===== src/rtl/sio_pkg.sv =====
// Shared constants and index helpers for the dual-channel register bank.
// Assumes byte-wide registers (field positions below sit in bits 7:0).
package sio_pkg;
    localparam int DATA_W    = 8;
    localparam int NUM_REGS  = 16;
    localparam int IDX_W     = $clog2(NUM_REGS);
    localparam logic [2:0] HIGH_BANK = 3'b001;
    localparam int ST_RXAV   = 0;
    localparam int ST_TXRDY  = 2;
    localparam int ST_DCD    = 3;
    localparam int ST_CTS    = 5;
    localparam int ST_ALLSNT = 0;
    localparam int MDM_RTS   = 1;
    localparam logic [DATA_W-1:0] VEC_IDLE = 8'h06;
    localparam logic [IDX_W-1:0] IDX_MODEM = 4'd5;
    localparam logic [IDX_W-1:0] IDX_VEC   = 4'd2;
    localparam logic [IDX_W-1:0] IDX_MIC   = 4'd9;

    function automatic logic is_shared(input logic [IDX_W-1:0] idx);
        return (idx == IDX_VEC) || (idx == IDX_MIC);
    endfunction

    function automatic logic is_echo(input logic [IDX_W-1:0] idx);
        return (idx == 4'd2) || (idx == 4'd12) || (idx == 4'd13) || (idx == 4'd15);
    endfunction
endpackage


===== src/rtl/sio_tx_hold.sv =====
// Transmit holding byte for one channel with a valid/ready output.
// Assumes a load and a completed transfer may share an edge; the load wins.
module sio_tx_hold #(
    parameter int DW = 8
) (
    input  logic          clk,
    input  logic          rst_n,
    input  logic          load,
    input  logic [DW-1:0] din,
    input  logic          ready,
    output logic          valid,
    output logic [DW-1:0] dout,
    output logic          sent
);
    assign sent = valid & ready;

    // Hold the byte until the transmitter takes it.
    always_ff @(posedge clk) begin
        if (!rst_n) begin
            valid <= 1'b0;
            dout  <= '0;
        end else if (load) begin
            valid <= 1'b1;
            dout  <= din;
        end else if (sent) begin
            valid <= 1'b0;
        end
    end
endmodule


===== src/rtl/sio_chan_regs.sv =====
// Write and read register banks of one channel, with pointer decode.
// Assumes reg_we never targets index 0 (register 0 has its own port).
module sio_chan_regs
    import sio_pkg::*;
#(
    parameter int DW = DATA_W,
    parameter int NR = NUM_REGS
) (
    input  logic             clk,
    input  logic             rst_n,
    input  logic             wr0_we,
    input  logic [DW-1:0]    wr0_din,
    input  logic             ptr_clr,
    input  logic             reg_we,
    input  logic [IDX_W-1:0] reg_idx,
    input  logic [DW-1:0]    reg_din,
    input  logic             echo_we,
    input  logic             tx_load,
    input  logic             tx_sent,
    input  logic             rx_avail,
    output logic [IDX_W-1:0] ptr,
    output logic [DW-1:0]    rd_data,
    output logic [DW-1:0]    mic
);
    logic [DW-1:0] wr_q [NR];
    logic [DW-1:0] rr_q [NR];

    // Pointer: low three bits, high bank when bits 5:3 hold the select code.
    always_comb begin
        ptr = {wr_q[0][5:3] == HIGH_BANK, wr_q[0][2:0]};
    end

    // Selected read register, receive-available merged live into register 0.
    always_comb begin
        rd_data = rr_q[ptr];
        if (ptr == '0) rd_data[ST_RXAV] = rx_avail;
    end

    assign mic = wr_q[IDX_MIC];

    // Register updates and their status side effects.
    always_ff @(posedge clk) begin
        if (!rst_n) begin
            for (int i = 0; i < NR; i++) begin
                wr_q[i] <= '0;
                rr_q[i] <= '0;
            end
            rr_q[0][ST_TXRDY]  <= 1'b1;
            rr_q[1][ST_ALLSNT] <= 1'b1;
            rr_q[2]            <= VEC_IDLE;
        end else begin
            if (wr0_we)       wr_q[0]      <= wr0_din;
            else if (ptr_clr) wr_q[0][5:0] <= '0;
            if (reg_we)       wr_q[reg_idx] <= reg_din;
            if (echo_we)      rr_q[reg_idx] <= reg_din;
            if (reg_we && reg_idx == IDX_MODEM) begin
                rr_q[0][ST_DCD] <= 1'b1;
                if (reg_din[MDM_RTS]) rr_q[0][ST_CTS] <= 1'b1;
            end
            if (tx_load) begin
                rr_q[0][ST_TXRDY]  <= 1'b0;
                rr_q[1][ST_ALLSNT] <= 1'b0;
            end else if (tx_sent) begin
                rr_q[0][ST_TXRDY]  <= 1'b1;
                rr_q[1][ST_ALLSNT] <= 1'b1;
            end
        end
    end
endmodule


===== src/rtl/sio_regbank.sv =====
// Dual-channel register bank: decodes the byte bus, routes shared and
// echoed writes between channels, and issues command strobes.
// Assumes bus_wr and bus_rd are never high together; a write wins if they are.
module sio_regbank
    import sio_pkg::*;
#(
    parameter int DW = DATA_W
) (
    input  logic          clk,
    input  logic          rst_n,
    input  logic [1:0]    bus_addr,
    input  logic [DW-1:0] bus_wdata,
    input  logic          bus_wr,
    input  logic          bus_rd,
    output logic [DW-1:0] bus_rdata,
    input  logic [2*DW-1:0] rx_head,
    input  logic [1:0]    rx_avail,
    output logic [1:0]    rx_pop,
    output logic [2*DW-1:0] tx_data,
    output logic [1:0]    tx_valid,
    input  logic [1:0]    tx_ready,
    output logic [1:0]    cmd_strobe,
    output logic [2:0]    cmd_code,
    output logic [2*DW-1:0] int_ctl
);
    localparam int NCH = 2;

    logic                       ch_sel;
    logic                       is_data;
    logic                       rd_only;
    logic                       is_cmd;
    logic [DW-1:0]              wr0_val;
    logic [NCH-1:0]             ctl_wr, ctl_rd, own_wr, cmd_hit;
    logic [NCH-1:0][IDX_W-1:0]  ptr_idx;
    logic [NCH-1:0][DW-1:0]     chan_rd;

    assign ch_sel  = bus_addr[1];
    assign is_data = bus_addr[0];
    assign rd_only = bus_rd & ~bus_wr;
    assign is_cmd  = (bus_wdata[5:3] != 3'b000) && (bus_wdata[5:3] != HIGH_BANK);
    assign wr0_val = is_cmd ? {bus_wdata[DW-1:6], 3'b000, bus_wdata[2:0]} : bus_wdata;

    for (genvar c = 0; c < NCH; c++) begin : g_ch
        localparam int OC = NCH - 1 - c;
        logic hit, peer_share, reg_we, echo_we, wr0_we, tx_sent, tx_load;
        logic [IDX_W-1:0] reg_idx;

        assign hit        = (ch_sel == 1'(c));
        assign ctl_wr[c]  = bus_wr & ~is_data & hit;
        assign ctl_rd[c]  = rd_only & ~is_data & hit;
        assign own_wr[c]  = ctl_wr[c] & (ptr_idx[c] != '0);
        assign rx_pop[c]  = rd_only & is_data & hit;
        assign tx_load    = bus_wr & is_data & hit;
        assign peer_share = own_wr[OC] & is_shared(ptr_idx[OC]);
        assign reg_we     = own_wr[c] | peer_share;
        assign reg_idx    = own_wr[c] ? ptr_idx[c] : ptr_idx[OC];
        assign echo_we    = (own_wr[c] & is_echo(ptr_idx[c]))
                          | (peer_share & (ptr_idx[OC] == IDX_VEC));
        assign wr0_we     = ctl_wr[c] & (ptr_idx[c] == '0);
        assign cmd_hit[c] = wr0_we & is_cmd;

        sio_chan_regs #(.DW(DW), .NR(NUM_REGS)) u_regs (
            .clk      (clk),
            .rst_n    (rst_n),
            .wr0_we   (wr0_we),
            .wr0_din  (wr0_val),
            .ptr_clr  ((ctl_wr[c] | ctl_rd[c]) & (ptr_idx[c] != '0)),
            .reg_we   (reg_we),
            .reg_idx  (reg_idx),
            .reg_din  (bus_wdata),
            .echo_we  (echo_we),
            .tx_load  (tx_load),
            .tx_sent  (tx_sent),
            .rx_avail (rx_avail[c]),
            .ptr      (ptr_idx[c]),
            .rd_data  (chan_rd[c]),
            .mic      (int_ctl[c*DW +: DW])
        );

        sio_tx_hold #(.DW(DW)) u_tx (
            .clk   (clk),
            .rst_n (rst_n),
            .load  (tx_load),
            .din   (bus_wdata),
            .ready (tx_ready[c]),
            .valid (tx_valid[c]),
            .dout  (tx_data[c*DW +: DW]),
            .sent  (tx_sent)
        );
    end

    // Read mux: receive head on the data address, pointed register otherwise.
    always_comb begin
        bus_rdata = is_data ? rx_head[ch_sel*DW +: DW] : chan_rd[ch_sel];
    end

    // Register the command strobe and its code for the interrupt logic.
    always_ff @(posedge clk) begin
        if (!rst_n) begin
            cmd_strobe <= '0;
            cmd_code   <= '0;
        end else begin
            cmd_strobe <= cmd_hit;
            cmd_code   <= (|cmd_hit) ? bus_wdata[5:3] : 3'b000;
        end
    end
endmodule


===== config.mk =====
export PLATFORM = sky130hd
export DESIGN_NAME = sio_regbank
export DESIGN_NICKNAME = d
export VERILOG_FILES = /design/src/rtl/sio_pkg.sv /design/src/rtl/sio_tx_hold.sv /design/src/rtl/sio_chan_regs.sv /design/src/rtl/sio_regbank.sv
export SDC_FILE = /design/constraint.sdc
export NUM_CORES = 1
export LEC_CHECK = 0
export ABC_AREA = 1
export BUFFER_PORTS_ARGS = -buffer_cell sky130_fd_sc_hd__buf_2
export CORE_ASPECT_RATIO = 1.4
export CORE_MARGIN = 4
export CORE_UTILIZATION = 47
export DETAILED_ROUTE_END_ITERATION = 12
export PLACE_DENSITY = 0.62
export SYNTH_ARGS = -nofsm -noshare
export SYNTH_HDL_FRONTEND = slang
export SYNTH_SLANG_ARGS = --single-unit

===== constraint.sdc =====
create_clock -name clk -period 6.3 [get_ports clk]
set_input_delay 0.945 -clock clk [delete_from_list [all_inputs] [get_ports clk]]
set_output_delay 0.945 -clock clk [all_outputs]
set_load 0.01 [all_outputs]

Word level (Yosys, flattened, before mapping)
Memories as Yosys holds them, arrays and structs flattened.
Index checks and enable logic that the tools add are counted.
Operators by class
  bitwise logic cells: 60
  equal/unequal tests: 15
  reductions and logical operators: 24
  muxes and demuxes: 100
  shift operators: 1
  magnitude comparators: 1
Operators with widths (number)
  $mux 8: 11
  $mux 1: 80
  $eq 4x4->1 const B: 8
  $reduce_or 8->1: 4
  $and 1x1->1: 29
  $or 1x1->1: 28
  $mux 4: 6
  $mux 6: 3
  $shiftx 16x5->8: 1
  $eq 4x2->1 const B: 2
  $eq 4x3->1 const B: 2
  $logic_not 4->1: 2
  $logic_or 1x1->1: 8
  $reduce_bool 4->1: 2
  $eq 3x1->1 const B: 2
  $reduce_bool 2->1: 2
  $logic_and 1x1->1: 3
  $ne 3x1->1 const B: 1
  $not 1->1: 3
  $reduce_bool 3->1: 1
  $lt 1x2->1 const B: 1
  $reduce_and 2->1: 1
  $reduce_or 2->1: 1
Word-level totals
  input bits: 34
  output and inout port bits: 49
  flip-flop bits (word level): 23
  bits in writable memories: 512
  logic and storage cells: 211
  memories: 4
Memory list
  g_ch[0].u_regs.rr_q: words 16, width 8, rd ports 1, clocked after Yosys merged registers in 0, write ports 16, line sio_chan_regs.sv:26  | logic [DW-1:0] rr_q [NR];
  g_ch[0].u_regs.wr_q: words 16, width 8, rd ports 2, clocked after Yosys merged registers in 0, write ports 16, line sio_chan_regs.sv:25  | logic [DW-1:0] wr_q [NR];
  g_ch[1].u_regs.rr_q: words 16, width 8, rd ports 1, clocked after Yosys merged registers in 0, write ports 16, line sio_chan_regs.sv:26
  g_ch[1].u_regs.wr_q: words 16, width 8, rd ports 2, clocked after Yosys merged registers in 0, write ports 16, line sio_chan_regs.sv:25

Depth between registers and ports, before layout
Gate-level depths: netlist (run 1).
An unclocked memory read counts as a cell.
  depth after elaboration: 13
  gate-level depth with buffers: 13
  depth with buffers taken out: 11

Cells and area by module
A second synthesis (run 1) with hierarchy kept.
Second synthesis, totals
  cells, all modules: 1874
  area, all modules: 15562.4 µm²
Modules (own cells, without submodules)
  sio_chan_regs at g_ch[1].u_regs: sequential area each 4214.0 µm², cells each 831, times used 1, area each 7138.1 µm²
  sio_chan_regs at g_ch[0].u_regs: sequential area each 4214.0 µm², cells each 824, times used 1, area each 7048.0 µm²
  sio_regbank: sequential area each 100.1 µm², cells each 139, times used 1, area each 753.2 µm²
  sio_tx_hold: sequential area each 180.2 µm², cells each 40, times used 2, area each 311.5 µm²

Worst setup path after synthesis (run 1)
Ideal clock, no wire load.
  kind: input -> output
  start point: in bus_addr[1]
  end point: out bus_rdata[0]
  path slack: 3.509 ns
  data arrival time: 1.846 ns
  data required time: 5.355 ns
  stages on the path: 5
  cell sequence: inv_1 clkbuf_1 clkbuf_1 o21ai_0 nand2_1
On the way
  cells in the longest elaborated chain, start to end: 3
  elaborated cells on any way between the ends: 4
  those cells by class: shift (1); mux (3)
RTL lines
  from (decl): line sio_regbank.sv:11  | input logic [1:0] bus_addr,
  branches (longest 2 deep; another with $shiftx 16x5->8)
  $mux 8 (*): line sio_regbank.sv:94  | bus_rdata = is_data ? rx_head[ch_sel*DW +: DW] : chan_rd[ch_sel];
  to (decl): line sio_regbank.sv:15  | output logic [DW-1:0] bus_rdata,
Mark *: on every way between the ends. The select of a mux whose other input is x is not followed.

==> results.sh, run 1 <==
export IMPL_synth_fa_ha_area_share_pct=0
export IMPL_drive_gt1_share_pct=13.40
export IMPL_startpoint="g_ch[1].u_regs.wr_q[0][0]"
export IMPL_grt_use_total_pct=20.28
export IMPL_grt_antenna_before_repair=0
export IMPL_crit_buf_inv=3
export IMPL_synth_compound_area_share_pct=4.605
export IMPL_synth_area_top_cells="edfxtp_1 62%, nand2_1 10%, nand3_1 4.8%, dfxtp_1 4.0%, inv_1 3.2%"
export IMPL_status="completed"
export IMPL_first_pass_iters=6
export IMPL_clkTransAtPathRegs_ns=0.07
export IMPL_synthArstFlopShare_pct=0
export IMPL_worst_path_max_delay_cell="nor2_2"
export IMPL_timing_rr_end="g_ch[0].u_regs.wr_q[9][4]"
export IMPL_ios=83
export IMPL_grt_overflow=0
export IMPL_r2r_start="g_ch[1].u_regs.wr_q[0][0]"
export IMPL_rrSetupSlack_ns=3.04
export IMPL_ir_worst_vdd_v=0.0002228
export IMPL_cts_path_max_buffers=3
export IMPL_fin_setup_tns_ns=0
export IMPL_cp_arrival_ns=3.14
export IMPL_die_w_um=150.7
export IMPL_min_period_ns=4.087
export IMPL_crit_chain="buf_4 -> inv_2 -> nor2_2 -> nand2_1 -> nand2_1 -> o21ai_0 -> nand3_1 -> nand3_1 -> nand2_1 -> buf_2"
export IMPL_grt_max_degree=54
export IMPL_total_power_mw=4.585
export IMPL_areaGrowthSynthToFinish_pct=17.06
export IMPL_layout_commonest_cell="nand2_1"
export IMPL_critPathLaunchType="register"
export IMPL_grt_pass1_wl_mm=49.30
export IMPL_first_global_vias=9006
export IMPL_die_height_um=207.7
export IMPL_coreArea_um2=27840
export IMPL_synth_largest_area_cell="edfxtp_1"
export IMPL_crit_end="bus_rdata[4]"
export IMPL_cts_root_buf="clkbuf_16"
export IMPL_end_kind="output port"
export IMPL_wl_per_cell_um=16.58
export IMPL_path_max_fanout=53
export IMPL_synth_edf_count=278
export IMPL_final_cell_mix="366 x nand2_1, 278 x edfxtp_1, 186 x conb_1"
export IMPL_slowest_delay_ns=0.59
export IMPL_crit_cells=10
export IMPL_yosys_area_share_simple_pct=23.07
export IMPL_muxShareOfSynthArea_pct=0
export IMPL_syn_mean_instance_area_um2=10.46
export IMPL_cts_made_buffers=29
export IMPL_synth_top_area_share_pct=62.33
export IMPL_r2r_cells=9
export IMPL_drc_errors=0
export IMPL_ctsHoldBuffers=0
export IMPL_synth_ff_type="edfxtp_1"
export IMPL_die_area_um2=31300
export IMPL_final_antenna_net_count=0
export IMPL_power_density_nw_per_um2=292.4
export IMPL_synth_xor_area_share_pct=0
export IMPL_whs_ns=0.4447
export IMPL_grt_setup_unrepaired="false"
export IMPL_rows=72
export IMPL_tritoncts="yes"
export IMPL_cts_htree_levels=1
export IMPL_hold_viol=0
export IMPL_yosys_warnings=0
export IMPL_ctsResizeCount=0
export IMPL_worst_pin_slew_ns=1.279
export IMPL_max_slew_margin_pct=14.44
export IMPL_vias=9192
export IMPL_insertion_delay_ns=0.56
export IMPL_required_ns=5.35
export IMPL_holdCritStartpoint="g_ch[1].u_regs.rr_q[0][3]"
export IMPL_cts_setup_buffers=0
export IMPL_dp_hpwl_mm=21.65
export IMPL_path_class="reg -> out"
export IMPL_cp_common_cell="nand2_1"
export IMPL_initial_core_util_pct=48.12
export IMPL_viasPerCell=4.800
export IMPL_synth_top_family_by_area="simple AND/OR/NAND/NOR gates"
export IMPL_finalCritPeriodShare_pct=64.87
export IMPL_fin_skew_ns=0.01629
export IMPL_slew_viol_final=0
export IMPL_drt_iter0_drc=697
export IMPL_path_delay_family="simple AND/OR/NAND/NOR gates"
export IMPL_yosysSeqAreaShare_pct=66.36
export IMPL_cap_violations=0
export IMPL_fin_util_pct=56.32
export IMPL_fin_nets=1556
export IMPL_syn_inst=1281
export IMPL_antenna_cells=0
export IMPL_netlist_area_um2=13390
export IMPL_drt_total_wl_mm=31.76
export IMPL_yosys_register_bits=305
export IMPL_portBuffers=82
export IMPL_netlist_cell_type_count=36
export IMPL_gp_congestion=0.8458
export IMPL_leakagePower_nw=6.882
export IMPL_hp_class="reg -> reg"
export IMPL_cts_sinks=305
export IMPL_finalSetupViolations=0
export IMPL_max_freq_mhz=244.7
-- how the worst min path moves through the flow --
stage | slack, ns | cells after the start | to
after floorplan | 0.42 | 2 | g_ch[1].u_regs.rr_q[0][3]
after global placement | 0.43 | 2 | g_ch[1].u_regs.rr_q[0][3]
after detailed placement | 0.44 | 2 | g_ch[1].u_regs.rr_q[0][3]
after CTS | 0.45 | 2 | g_ch[1].u_regs.rr_q[0][3]
after global routing | 0.47 | 2 | g_ch[1].u_regs.rr_q[0][3]
final | 0.44 | 2 | g_ch[1].u_regs.rr_q[0][3]
-- Yosys cell counts, types with 3 or more instances --
| library cell | instances |
|---|---|
| nand2_1 | 366 |
| edfxtp_1 | 278 |
| nand3_1 | 128 |
| inv_1 | 113 |
| nor2_1 | 100 |
| o21ai_0 | 62 |
| a21oi_1 | 39 |
| clkbuf_1 | 32 |
| dfxtp_1 | 27 |
| buf_2 | 16 |
| nor2_2 | 16 |
| inv_2 | 12 |
| nor3_1 | 11 |
| nand3_4 | 9 |
| nand4_1 | 9 |
| a22oi_1 | 7 |
| buf_4 | 6 |
| nor2_4 | 6 |
| nor3_2 | 6 |
| buf_1 | 5 |
| buf_6 | 5 |
| nand2_2 | 5 |
| nand2_4 | 5 |
| nor2_8 | 3 |
-- where the power goes --
| part | switching, mW | internal, mW | leakage (nW) |
|---|---|---|---|
| clock network | 0.747 | 1.06 | 0.497 |
| logic | 0.292 | 0.101 | 3.41 |
| registers | 0.0380 | 2.34 | 2.98 |
-- through the flow --
step / instances / setup WS (ns) / instance area (um^2)
2_1_floorplan: 1466 / 3.509 / 14090
3_3_place_gp: 1861 / 2.547 / 14690
3_5_place_dp: 1861 / 2.448 / 14690
4_1_cts: 1915 / 2.207 / 15680
5_1_grt: 1915 / 2.007 / 15680
6_report: 1915 / 2.213 / 15680
-- worst reg2reg max path: stages, from the launching register on --
cell and delay (ns):
edfxtp_1 0.32, buf_4 0.52, inv_2 0.40, nor2_2 0.60, nand2_1 0.14, nand2_1 0.12, nand2_1 0.08, a21oi_2 0.25
nand3_4 0.20, nand2_1 0.32
-- sequential cells by signal, indices dropped and copies added, names as in the netlist --
name,count
cmd_code,3
g_ch.u_tx.dout,16
g_ch.u_tx.valid,2
g_ch.u_regs.rr_q,254
cmd_strobe,2
g_ch.u_regs.wr_q,28
-- area by class of cell --
cell class | count | area [um^2]
Sequential cell | 305 | 8889
Inverter | 126 | 474.2
Timing Repair Buffer | 89 | 462.9
Clock buffer | 38 | 804.5
Fill cell | 2431 | 12160
Multi-Input combinational cell | 971 | 4405
Clock inverter | 16 | 180.2
Tap cell | 370 | 462.9
-- kinds of logic (layout without fill, tap and decap cells) --
| logic type | after synthesis | count (layout) |
|---|---|---|
| AOI/OAI and AO/OA | 116 | 116 |
| other | 1 | 186 |
| and+or+nand+nor | 669 | 669 |
| DFF | 305 | 305 |
| buffers and inverters | 190 | 269 |
-- per-layer routing --
layer	vias up	track usage, %	part of all wire (%)
li1	4578	-	-
met1	4342	23.91	38
met2	194	36.58	54
met3	78	2.708	3.6
met4	0	8.698	4.3
met5	-	0	0
No activity file was read; power rests on OpenSTA's default activity.
==> run 2, diff against run 1 <==
- ABC_AREA: 1 -> 0
- PLACE_DENSITY: 0.62 -> 0.65
- clock period: 6.3 -> 3.5 ns (I/O delays scaled with it)
==> run 2 against run 1 <==
  * Via count is 22% lower
  * Hold slack lost 0.20 ns
  * Power up 77%
  * Global-route usage shrank 0.97 points
  * Combinational power grew 66%
  * Register-to-register slack lost 2.1 ns
  * Highest routed layer is now met5
  * Sequential power grew 80%
  * Critical endpoint is now bus_rdata[6]
  * Sequential cell count unchanged
  * Final area is 1.4% lower
  * Non-clock buffer count grew 17
==> results.sh, run 2 <==
export IMPL_status="completed"
export IMPL_worst_slack_ns=0.1820
export IMPL_p_switching_mw=1.765
export IMPL_final_antenna_net_count=0
export IMPL_rrSetupSlack_ns=0.94
export IMPL_portBuffers=82
export IMPL_dp_hpwl_mm=19.97
export IMPL_finalSetupViolations=0
export IMPL_leakagePower_nw=5.949
export IMPL_max_freq_mhz=301.4
export IMPL_grt_pass1_wl_mm=44.19
export IMPL_drive_gt1_share_pct=23.06
export IMPL_dp_slack_ns=0.6098
export IMPL_yosysSeqAreaShare_pct=68.46
export IMPL_synth_area_top_cells="edfxtp_1 64%, mux4_2 11%, dfxtp_1 4.2%, and2_1 4.0%, mux2i_1 1.9%"
export IMPL_largest_register_ffs=254
export IMPL_clkTransAtPathRegs_ns=0.07
export IMPL_yosys_warnings=0
export IMPL_coreArea_um2=27090
export IMPL_grt_overflow=0
export IMPL_synth_largest_area_cell="edfxtp_1"
export IMPL_tritoncts="yes"
export IMPL_grt_use_total_pct=19.32
export IMPL_first_pass_iters=5
export IMPL_ios=83
export IMPL_seqPwrFrac_pct=52.9
export IMPL_path_class="reg -> out"
export IMPL_worst_pin_slew_ns=1.109
export IMPL_cts_sinks=305
export IMPL_die_w_um=148.5
export IMPL_cts_made_buffers=28
export IMPL_drt_total_wl_mm=28.79
export IMPL_cap_violations=0
export IMPL_yosys_register_bits=305
export IMPL_synth_edf_count=278
export IMPL_die_height_um=204.7
export IMPL_gp_congestion=0.8250
export IMPL_synthArstFlopShare_pct=0
export IMPL_cts_htree_levels=1
export IMPL_total_power_mw=8.095
export IMPL_drt_iter0_drc=497
export IMPL_critPathLaunchType="register"
export IMPL_ctsHoldBuffers=0
export IMPL_netlist_area_um2=12980
export IMPL_fin_util_pct=57.08
export IMPL_cp_arrival_ns=2.79
export IMPL_grt_antenna_before_repair=2
export IMPL_grt_setup_unrepaired="false"
export IMPL_die_area_um2=30390
export IMPL_drc_errors=0
export IMPL_pwr_share_comb_pct=8.1
export IMPL_final_cell_mix="278 x edfxtp_1, 186 x conb_1, 83 x and2_1"
export IMPL_syn_mean_instance_area_um2=16.58
export IMPL_layout_commonest_cell="edfxtp_1"
export IMPL_synth_ff_type="edfxtp_1"
export IMPL_min_period_ns=3.318
export IMPL_cts_root_buf="clkbuf_16"
export IMPL_finalCritPeriodShare_pct=94.80
export IMPL_viasPerCell=5.005
export IMPL_power_density_nw_per_um2=523.5
export IMPL_insertion_delay_ns=0.55
export IMPL_vias=7187
export IMPL_netlist_cell_type_count=63
export IMPL_cts_path_max_buffers=3
export IMPL_largest_register="g_ch.u_regs.rr_q"
export IMPL_required_ns=2.97
export IMPL_ir_worst_vdd_v=0.0004015
export IMPL_path_max_fanout=21
export IMPL_fin_skew_ns=0.02152
export IMPL_internal_power_mw=6.330
export IMPL_p_sw_share_pct=21.81
export IMPL_initial_core_util_pct=47.92
export IMPL_cts_setup_buffers=0
export IMPL_first_global_vias=7415
export IMPL_end_kind="output port"
export IMPL_syn_inst=783
export IMPL_areaGrowthSynthToFinish_pct=19.11
export IMPL_rows=71
export IMPL_fin_setup_tns_ns=0
export IMPL_grt_max_degree=48
export IMPL_pwr_share_clk_pct=39.1
export IMPL_slew_viol_final=0
export IMPL_synthTopCellsByCount="278 x edfxtp_1, 83 x and2_1, 64 x mux4_2"
export IMPL_wl_per_cell_um=20.05
export IMPL_hold_viol=0
export IMPL_antenna_cells=0
export IMPL_synth_top_area_share_pct=64.30
export IMPL_hp_class="in -> reg"
export IMPL_max_slew_margin_pct=25.42
export IMPL_fin_nets=1084
export IMPL_reg_top3="g_ch.u_regs.rr_q (254), g_ch.u_regs.wr_q (28), g_ch.u_tx.dout (16)"
export IMPL_yosysMostFrequentCell="edfxtp_1"
[run 2: cell types whose count changed after synthesis, moves of 24 or more]
| cell | delta |
|---|---|
| nor2_1 | -86 |
| inv_1 | -86 |
| mux4_2 | +64 |
| o21ai_0 | -51 |
| mux2i_1 | +24 |
| nand3_1 | -119 |
| nand2_1 | -318 |
| and2_1 | +83 |
[run 2: worst max-delay path, stage by stage, from the launching register on]
cell	delay (ns)
edfxtp_1	0.41
buf_12	0.22
mux4_2	0.52
mux2i_1	0.24
o22ai_1	0.21
a311oi_1	0.34
a22oi_1	0.14
buf_2	0.15
[run 2: final timing paths]
check                                               start  cells after the start                         to
worst min register to register       g_ch[1].u_tx.dout[1]                      2       g_ch[1].u_tx.dout[1]
worst min-delay path                          tx_ready[0]                      3         g_ch[0].u_tx.valid
worst max-delay path            g_ch[0].u_regs.wr_q[0][0]                      7               bus_rdata[6]
worst max register to register  g_ch[0].u_regs.wr_q[0][4]                      5  g_ch[0].u_regs.wr_q[0][2]
[run 2: what timing repair did]
action | in CTS | in global routing
endpoints found under the setup margin | 0 | 6
endpoints found under the hold margin | 0 | 0
resized for setup | 0 | 3
[run 2: final cells by class]
class | instances | area (um^2)
tap | 365 | 456.7
timing repair buffer | 106 | 619.3
clock inverter | 12 | 120.1
multi-input combinational | 582 | 4423
clock buffer | 39 | 855.8
fill | 2189 | 11630
sequential | 305 | 8889
inverter | 27 | 101.3
[run 2: kinds of logic after synthesis]
kind of cell / Yosys count / synth area share (%)
flops: 305 / 68.46
buf+inv: 81 / 2.843
mux: 97 / 13.73
simple gates: 208 / 9.338
compound gates: 91 / 5.599
other cells: 1 / 0.02888
[run 2: per-layer routing]
metal	wire [um]	global-route usage (%)	vias up	share of wire, %
met3	1365	2.501	53	4.7
li1	-	-	3356	-
met4	852	5.910	2	3.0
met2	15720	35.23	181	55
met5	8	0	-	0.028
met1	10850	23.91	3595	38
[run 2: power by group through the flow]
stage	Sequential (mW)	Combinational (mW)	Clock, mW
final	4.28	0.655	3.16
after global routing	4.30	0.712	3.37
after CTS	4.28	0.660	3.22
after detailed placement	4.36	0.658	0
after global placement	4.35	0.655	0
after floorplan	4.34	0.428	0
[run 2: metrics by stage]
step	area (um^2)	instances	hold WS [ns]
floorplan	13680	968	0.4259
global placement	14480	1385	0.4400
detailed placement	14480	1385	0.4477
CTS	15460	1436	0.2275
global route	15460	1436	0.2529
finish	15460	1436	0.2447
